[src/rtl/bsram_pkg.sv]
package bsram_pkg;
    typedef enum logic [1:0] {
        ST_IDLE = 2'd0,
        ST_LEAD = 2'd1,
        ST_BEAT = 2'd2
    } acc_state_e;

    function automatic logic [1:0] beat_offset(input logic [1:0] first,
                                               input logic [1:0] n,
                                               input logic       ilv);
        return ilv ? (first ^ n) : (first + n);
    endfunction
endpackage

[src/rtl/bsram_burst_seq.sv]
module bsram_burst_seq #(
    parameter int ADDR_W = 6
) (
    input  logic              clk,
    input  logic              rst_n,
    input  logic              load,
    input  logic              step,
    input  logic [ADDR_W-1:0] addr_in,
    input  logic              ilv_in,
    output logic [ADDR_W-1:0] cur_addr,
    output logic [1:0]        cur_off
);
    import bsram_pkg::*;

    localparam int HI_W = ADDR_W - 2;

    logic [HI_W-1:0] hi_q;
    logic [1:0]      first_q;
    logic [1:0]      cnt_q;
    logic            ilv_q;

    always_ff @(posedge clk or negedge rst_n) begin
        if (!rst_n) begin
            hi_q    <= '0;
            first_q <= '0;
            cnt_q   <= '0;
            ilv_q   <= 1'b1;
        end else if (load) begin
            hi_q    <= addr_in[ADDR_W-1:2];
            first_q <= addr_in[1:0];
            cnt_q   <= '0;
            ilv_q   <= ilv_in;
        end else if (step) begin
            cnt_q   <= cnt_q + 2'd1;
        end
    end

    always_comb begin
        cur_off  = beat_offset(first_q, cnt_q, ilv_q);
        cur_addr = {hi_q, cur_off};
    end
endmodule

[src/rtl/bsram_lane_mem.sv]
module bsram_lane_mem #(
    parameter int ADDR_W = 6,
    parameter int LANES  = 4,
    parameter int LANE_W = 8
) (
    input  logic                    clk,
    input  logic [LANES-1:0]        we_lane,
    input  logic [ADDR_W-1:0]       waddr,
    input  logic [LANES*LANE_W-1:0] wdata,
    input  logic                    re,
    input  logic [ADDR_W-1:0]       raddr,
    output logic [LANES*LANE_W-1:0] rdata
);
    localparam int DEPTH = 1 << ADDR_W;

    for (genvar g = 0; g < LANES; g++) begin : g_lane
        logic [LANE_W-1:0] arr [DEPTH];
        logic [LANE_W-1:0] rd_q;

        always_ff @(posedge clk) begin
            if (we_lane[g]) begin
                arr[waddr] <= wdata[g*LANE_W +: LANE_W];
            end
            if (re) begin
                rd_q <= arr[raddr];
            end
        end

        assign rdata[g*LANE_W +: LANE_W] = rd_q;
    end
endmodule

[src/rtl/bsram_access_fsm.sv]
module bsram_access_fsm (
    input  logic                   clk,
    input  logic                   rst_n,
    input  logic                   p_valid,
    input  logic                   c_valid,
    input  logic                   sel_all,
    input  logic                   wr_req,
    input  logic                   adv_n,
    output logic                   load,
    output logic                   step,
    output logic                   wr_fire,
    output logic                   wr_from_port,
    output logic                   rd_fire,
    output logic                   rd_valid_q,
    output bsram_pkg::acc_state_e  state_q
);
    import bsram_pkg::*;

    acc_state_e state_d;
    logic       strobe, start, desel, cont;

    always_ff @(posedge clk or negedge rst_n) begin
        if (!rst_n) begin
            state_q    <= ST_IDLE;
            rd_valid_q <= 1'b0;
        end else begin
            state_q    <= state_d;
            rd_valid_q <= rd_fire;
        end
    end

    always_comb begin
        strobe       = p_valid | c_valid;
        start        = strobe & sel_all;
        desel        = strobe & ~sel_all;
        cont         = ~strobe & (state_q != ST_IDLE);
        load         = start;
        step         = cont & ~adv_n;
        wr_from_port = c_valid & sel_all;
        wr_fire      = (wr_from_port & wr_req) | (cont & wr_req);
        rd_fire      = (state_q != ST_IDLE) & ~wr_fire & ~desel;
        state_d      = state_q;
        unique case (state_q)
            ST_IDLE: state_d = start ? ST_LEAD : ST_IDLE;
            ST_LEAD,
            ST_BEAT: begin
                if (start)      state_d = ST_LEAD;
                else if (desel) state_d = ST_IDLE;
                else            state_d = ST_BEAT;
            end
            default: state_d = ST_IDLE;
        endcase
    end
endmodule

[src/rtl/burst_sram_ctrl.sv]
module burst_sram_ctrl #(
    parameter int ADDR_W = 6,
    parameter int LANES  = 4,
    parameter int LANE_W = 8
) (
    input  logic                    clk,
    input  logic                    rst_n,
    input  logic [ADDR_W-1:0]       addr,
    input  logic                    proc_strobe_n,
    input  logic                    ctrl_strobe_n,
    input  logic                    adv_n,
    input  logic                    sel0_n,
    input  logic                    sel1,
    input  logic                    sel2_n,
    input  logic                    glob_wr_n,
    input  logic                    byte_wr_en_n,
    input  logic [LANES-1:0]        lane_sel_n,
    input  logic                    burst_ilv,
    input  logic                    oe_n,
    input  logic [LANES*LANE_W-1:0] din,
    output logic [LANES*LANE_W-1:0] dout,
    output logic                    dout_en
);
    import bsram_pkg::*;

    localparam int DATA_W = LANES * LANE_W;

    logic              sel_all, p_valid, c_valid, wr_req;
    logic [LANES-1:0]  lane_mask, we_lane;
    logic              load, step, wr_fire, wr_from_port, rd_fire, rd_valid_q;
    logic [ADDR_W-1:0] cur_addr, waddr;
    logic [1:0]        cur_off;
    logic [DATA_W-1:0] rd_data;
    acc_state_e        fsm_state;

    always_comb begin
        sel_all   = ~sel0_n & sel1 & ~sel2_n;
        p_valid   = ~proc_strobe_n & ~sel0_n;
        c_valid   = ~ctrl_strobe_n & proc_strobe_n;
        lane_mask = ~glob_wr_n ? {LANES{1'b1}}
                  : (~byte_wr_en_n ? ~lane_sel_n : '0);
        wr_req    = |lane_mask;
        we_lane   = wr_fire ? lane_mask : '0;
        waddr     = wr_from_port ? addr : cur_addr;
        dout_en   = rd_valid_q & ~oe_n & ~wr_req;
        dout      = dout_en ? rd_data : '0;
    end

    bsram_access_fsm u_fsm (
        .clk          (clk),
        .rst_n        (rst_n),
        .p_valid      (p_valid),
        .c_valid      (c_valid),
        .sel_all      (sel_all),
        .wr_req       (wr_req),
        .adv_n        (adv_n),
        .load         (load),
        .step         (step),
        .wr_fire      (wr_fire),
        .wr_from_port (wr_from_port),
        .rd_fire      (rd_fire),
        .rd_valid_q   (rd_valid_q),
        .state_q      (fsm_state)
    );

    bsram_burst_seq #(.ADDR_W(ADDR_W)) u_seq (
        .clk      (clk),
        .rst_n    (rst_n),
        .load     (load),
        .step     (step),
        .addr_in  (addr),
        .ilv_in   (burst_ilv),
        .cur_addr (cur_addr),
        .cur_off  (cur_off)
    );

    bsram_lane_mem #(.ADDR_W(ADDR_W), .LANES(LANES), .LANE_W(LANE_W)) u_mem (
        .clk     (clk),
        .we_lane (we_lane),
        .waddr   (waddr),
        .wdata   (din),
        .re      (rd_fire),
        .raddr   (cur_addr),
        .rdata   (rd_data)
    );
endmodule

[config.mk]
export PLATFORM = sky130hd
export DESIGN_NAME = burst_sram_ctrl
export DESIGN_NICKNAME = d
export VERILOG_FILES = /design/src/rtl/bsram_pkg.sv /design/src/rtl/bsram_burst_seq.sv /design/src/rtl/bsram_lane_mem.sv /design/src/rtl/bsram_access_fsm.sv /design/src/rtl/burst_sram_ctrl.sv
export SDC_FILE = /design/constraint.sdc
export NUM_CORES = 2
export LEC_CHECK = 0
export ABC_AREA = 1
export BUFFER_PORTS_ARGS = -buffer_cell sky130_fd_sc_hd__buf_2
export CELL_PAD_IN_SITES_DETAIL_PLACEMENT = 0
export CELL_PAD_IN_SITES_GLOBAL_PLACEMENT = 1
export CORE_MARGIN = 2
export CORE_UTILIZATION = 30
export DETAILED_ROUTE_END_ITERATION = 10
export PLACE_DENSITY_LB_ADDON = 0.1
export REMOVE_ABC_BUFFERS = 1
export SLEW_MARGIN = 15
export SYNTH_ARGS = -nofsm -noshare
export SYNTH_HDL_FRONTEND = slang
export SYNTH_SLANG_ARGS = --single-unit
[constraint.sdc]
create_clock -name clk -period 2.7 [get_ports clk]
set_clock_uncertainty 0.2 [all_clocks]
set_input_delay 0.54 -clock clk [delete_from_list [all_inputs] [get_ports clk]]
set_output_delay 0.54 -clock clk [all_outputs]
set_load 0.01 [all_outputs]
Word-level counts from Yosys, hierarchy flattened
Memory sizes are Yosys's and may differ from the RTL's. A register that Yosys moved wholly into a read port is not among the register bits.
Index checks and enable logic that the tools add are counted.

word-level totals
  output and inout bits = 33
  word-level logic and storage cells = 69
  RAM bits = 2048
  bits in registers = 12
  input bits = 54
  memories = 4

memory list
  memory               depth  bits a word  rd ports  clocked after Yosys merged registers in  wr ports  RTL line              RTL
  u_mem.g_lane[0].arr  64     8            1         1                                        1         bsram_lane_mem.sv:17  logic [LANE_W-1:0] arr [DEPTH];
  u_mem.g_lane[1].arr  64     8            1         1                                        1         bsram_lane_mem.sv:17
  u_mem.g_lane[2].arr  64     8            1         1                                        1         bsram_lane_mem.sv:17
  u_mem.g_lane[3].arr  64     8            1         1                                        1         bsram_lane_mem.sv:17

cells by class
  bitwise logic cells = 30
  reductions and logical operators = 5
  add/subtract/negate cells = 2
  equality and inequality tests = 2
  mux-type cells = 20

operators with widths
  kind                 number
  $mux 32              1
  $and 1x1->1          15
  $mux 4               3
  $not 1->1            11
  $mux 2               5
  $mux 1               9
  $mux 6               1
  $not 4->4            1
  $pmux 2 s2           1
  $reduce_bool 2->1    2
  $reduce_or 4->1      1
  $add 2x1->2 const B  1
  $add 2x2->2          1
  $eq 2x1->1 const B   1
  $eq 2x2->1 const B   1
  $logic_not 2->1      1
  $or 1x1->1           2
  $reduce_or 2->1      1
  $xor 2x2->2          1

Longest topological paths before layout
  depth after elaboration = 10
  mapped depth = 18
  gate-level depth less buffers = 14

Cells and area by module
Synthesis repeated with hierarchy kept, for this count alone.

second synthesis, totals
  cells, all modules = 7239
  area total of the unflattened synthesis = 85444.4 um^2

by module, submodules not included
  module            area an instance (um^2)  times used  cells each
  bsram_lane_mem    84099.4                  1           7061
  burst_sram_ctrl   706.9                    1           99
  bsram_burst_seq   440.4                    1           54
  bsram_access_fsm  197.7                    1           25

Worst setup path after synthesis
OpenSTA, ideal clock, no wires.

  kind = input -> register
  start = in sel0_n
  end = reg u_mem.g_lane[0].rd_q[0], read port of u_mem.g_lane[0].arr, enable pin
  stages on the path = 9
  path slack = -0.473 ns
  arrival time = 2.551 ns
  required time = 2.078 ns
  cell sequence = inv_2 > nand2_1 > nor2_2 > nand2_1 > buf_2 > nand2_1 > nand2_1 > inv_1 > nor2_1

on the way
  cells in the longest elaborated chain, start to end = 10
  elaborated cells on any way between the ends = 17
  those cells by class = bitwise (17)

ends and longest elaborated chain
  element             RTL line                                      RTL
  start: declaration  burst_sram_ctrl.sv:12                         input logic sel0_n,
  $not 1->1 *         burst_sram_ctrl.sv:37, burst_sram_ctrl.sv:38
  $and 1x1->1         burst_sram_ctrl.sv:38                         p_valid = ~proc_strobe_n & ~sel0_n;
  $or 1x1->1          bsram_access_fsm.sv:33                        strobe = p_valid | c_valid;
  $not 1->1           bsram_access_fsm.sv:36                        cont = ~strobe & (state_q != ST_IDLE);
  $and 1x1->1         bsram_access_fsm.sv:36
  $and 1x1->1         bsram_access_fsm.sv:40                        wr_fire = (wr_from_port & wr_req) | (cont & wr_req);
  $or 1x1->1          bsram_access_fsm.sv:40
  $not 1->1           bsram_access_fsm.sv:41                        rd_fire = (state_q != ST_IDLE) & ~wr_fire & ~desel;
  $and 1x1->1         bsram_access_fsm.sv:41
  $and 1x1->1 *       bsram_access_fsm.sv:41
  named net rd_fire   burst_sram_ctrl.sv:30                         logic load, step, wr_fire, wr_from_port, rd_fire, rd_valid_q;
  end: declaration    bsram_lane_mem.sv:18                          logic [LANE_W-1:0] rd_q;

Mark *: on every way through the listed nets, which the timed path passes. The rest lies on a longest branch.
A chain may end at the register's enable or synchronous reset.

Worst setup path in the final report
  start = reg u_seq.cnt_q[0]
  end = reg u_mem.g_lane[1].rd_q[6], read port of u_mem.g_lane[1].arr, data pin

on the way
  cells in the longest elaborated chain, start to end = 2
  elaborated cells on any way between the ends = 3
  those cells by class = add/sub (1); mux (1); bitwise (1)

ends and longest elaborated chain
  element                                            RTL line               RTL
  start: declaration                                 bsram_burst_seq.sv:19  logic [1:0] cnt_q;
  start signal: assignment                           bsram_burst_seq.sv:34  cnt_q <= cnt_q + 2'd1;
  $add 2x2->2 / $xor 2x2->2 (equally long branches)  bsram_pkg.sv:11        return ilv ? (first ^ n) : (first + n);
  $mux 2 *                                           bsram_pkg.sv:11
  end: declaration                                   bsram_lane_mem.sv:18

Every way passes the cells marked *; elsewhere a longest branch is shown, timed or not.

==> reports/metrics.csv <==
stage,metric,value,unit
outcome,status,"finished, violations left",
outcome,violations,setup timing,
floorplan,dieArea,296000,um2
critical_path,required,3.13,ns
global_routing,grt_max_degree,65,
placement,dpl_worst_slack,-0.723,ns
global_routing,grt_pass1_wl,445000,um
floorplan,initial_core_util,30.1,%
global_routing,globalRouteOverflowTotal,0,
critical_path,cp-end-kind,flop,
clock_tree,htree_levels,4,
synthesis,synthCells,7353,
finish,n_fill_cell,28100,
synthesis,synthTopCellsByArea,"edfxtp_1 (71%), nand2_1 (7.7%), nand3_1 (5.9%), nor2_1 (3.5%), mux2i_1 (2.6%)",
drt,drt_pass1_iterations,5,
synthesis,yosys_warnings,0,
timing,finalCritPeriodShare,112,%
synthesis,avgSynthCellArea,11.9,um2
synthesis,seq_area_frac_synth,71.7,%
clock_tree,ctsRootBufferMaster,clkbuf_16,
flow_run,drv_cap,0,
synthesis,mappedNetlistArea,87500,um2
critical_path,endpoint,u_mem.g_lane[1].rd_q[6],
synthesis,synth_cell_types,32,
critical_path,timing.rr.start,u_seq.cnt_q[0],
critical_path,r2r-end,u_mem.g_lane[1].rd_q[6],
timing,layout_setup_ws,-0.326,ns
timing,tightest_slew,0.904,ns
drt,vias,59100,
drt,drt-vias-per-instance,4.83,
timing,setup_viol,1780,
timing,hold_violations,0,
global_routing,grt_use_total,20.9,%
drt,drcViolationCount,0,
timing,finalCriticalPeriod,3.03,ns
synthesis,synth_top_area_share,71.4,%
timing,rsz0062_at_grt,yes,
floorplan,top_level_ports,87,
power_and_ir_drop,vdd_ir_drop_max,0.660,mV
synthesis,synth_edf_count,2080,
synthesis,yosysTopAreaCell,edfxtp_1,
floorplan,rows,198,
drt,totalWireLength,317000,um
critical_path,start_kind,flop,
timing,relSlewSlack,39.5,%
synthesis,synth_async_sr_flop_share,0.574,%
power_and_ir_drop,p_leak,40.5,nW
critical_path,arrival,3.46,ns
finish,multiInputGateArea,23700,um2
power_and_ir_drop,power_density,955,nW/um2
drt,drt-initial-drc-count,5105,
placement,io_buffers,86,
global_routing,antenna_found_initial,6,
finish,nets,8200,
clock_tree,cts_buffers,240,
clock_tree,cts_sinks,2092,
floorplan,fp.coreArea,291000,um2
finish,seq_area,62800,um2
worst_hold_path,worstHoldPathType,in2reg,
finish,finalNonFillerCells,12200,
critical_path,r2r_cells,14,
floorplan,die_x,544,um
synthesis,synth-seq-cells,2092,
critical_path,r2r_slack,-0.33,ns
drt,wl_per_cell,25.9,um
global_routing,grt_pass1_vias,59300,
timing,drv_slew,0,
finish,drive_gt1_share,20.4,%
floorplan,fp.dieH,544,um
placement,hpwl,205000,um
synthesis,ys_top_cells_by_count,"edfxtp_1 (2080), nand2_1 (1796), nand3_1 (1027), nor2_1 (806), o21ai_0 (321)",
clock_tree,clk_latency,0.92,ns
clock_tree,cts_tree,built,
critical_path,crit_fanout,21,
clock_tree,clock_path_buffers,4,
clock_tree,clkTransAtPathRegs,0.06,ns
synthesis,synth-main-ff-cell,edfxtp_1,
timing,fmax,330,MHz
placement,post-place-cells,11700,
power_and_ir_drop,total_power,106,mW
drt,ant_nets,0,
finish,area_growth_syn_to_layout,27.2,%
synthesis,synth.most_common_cell,edfxtp_1,
critical_path,crit_path_start,u_seq.cnt_q[0],
critical_path,path_class,reg2reg,
placement,gp_congestion,0.803,
-- sequential cells by signal, indices dropped and copies added (netlist names) --
name	count
u_seq.first_q	2
u_mem.g_lane.arr	2048
u_seq.ilv_q	1
u_seq.cnt_q	2
u_mem.g_lane.rd_q	32
u_fsm.rd_valid_q	1
u_fsm.state_q	2
u_seq.hi_q	4
-- timing repair --
action,CTS,global route
pin swaps,49,16
endpoints found under the setup margin,2112,2065
hold buffers,49,0
gates resized for setup,558,191
gates cloned,4,12
buffers inserted,21,23
hold endpoints to repair,1394,0
-- how the worst min path moves through the flow --
| stage | end | cells past startpoint | startpoint |
|---|---|---|---|
| 2_1_floorplan | u_fsm.rd_valid_q | 0 | rst_n |
| 3_3_place_gp | u_fsm.rd_valid_q | 1 | rst_n |
| 3_5_place_dp | u_fsm.rd_valid_q | 1 | rst_n |
| 4_1_cts | u_seq.ilv_q | 4 | burst_ilv |
| 5_1_grt | u_seq.ilv_q | 4 | burst_ilv |
| 6_report | u_seq.ilv_q | 4 | burst_ilv |
-- worst max-delay path, stage by stage, from the launching register on --
cell and delay (ns):
dfrtp_1 0.41, ha_4 0.33, buf_12 0.16, clkbuf_16 0.16, buf_12 0.15, buf_16 0.17, nand2_1 0.06, a21boi_0 0.39
nand3_1 0.12, nand3_1 0.11, nand3_1 0.09, nand3_2 0.10, nand2_1 0.06, nand2_1 0.09, nand2_2 0.11
-- stage by stage --
stage	hold WS (ns)	setup TNS, ns	util [%]	instance area (um2)
after floorplan	0.0444	-	-	85300
after global placement	0.312	-932.75	34.1	99100
after detailed placement	0.308	-682.35	34.1	99100
after CTS	0.138	-102.64	37.9	110000
after global routing	0.224	-326.35	38.3	111000
final	0.209	-149.76	38.3	111000
-- kinds of logic (layout without fill, tap and decap cells) --
group	after synthesis	after routing	synth area share, %
buffers and inverters	615	1604	3.02
AND/OR/NAND/NOR	3809	3809	18.4
AO/OA/AOI/OAI	610	610	4.20
adder cells (fa/ha/maj)	3	3	0.0429
multiplexers	224	224	2.56
other	0	3	0
flip-flops	2092	2092	71.7
-- cell type report --
type                       count  share of cell area, %
sequential                  2092                   56.4
tap                         3900                   4.39
clock inverter               168                   1.78
inverter                     134                  0.501
multi-input combinational   4646                   21.3
clock buffer                 273                   5.55
antenna                        3                0.00675
timing repair buffer        1029                   10.1
-- layout by cell type, fill, tap and decap left out, drive strengths merged, types with 138 or more instances in the layout --
| cell type | n |
|---|---|
| nor2 | 823 |
| clkbuf | 285 |
| o21ai | 345 |
| buf | 965 |
| mux2i | 224 |
| a21boi | 235 |
| nand3 | 1027 |
| inv | 138 |
| edfxtp | 2080 |
| nand2 | 1798 |
-- metal layers --
metal | track usage (%) | wire length, um | vias to the layer above
met2 | 33.6 | 147000 | 1385
met5 | 0 | 12 | -
met3 | 2.32 | 13600 | 367
met1 | 29.8 | 147000 | 29900
li1 | - | - | 27500
met4 | 5.80 | 8940 | 2
-- power by group --
group          internal [mW]  switching, mW  total (mW)
clock network           20.2           13.8        34.0
registers               36.0         0.0724        36.1
logic                   13.3           22.9        36.2
Note: power is estimated with default switching activity, not from simulation.
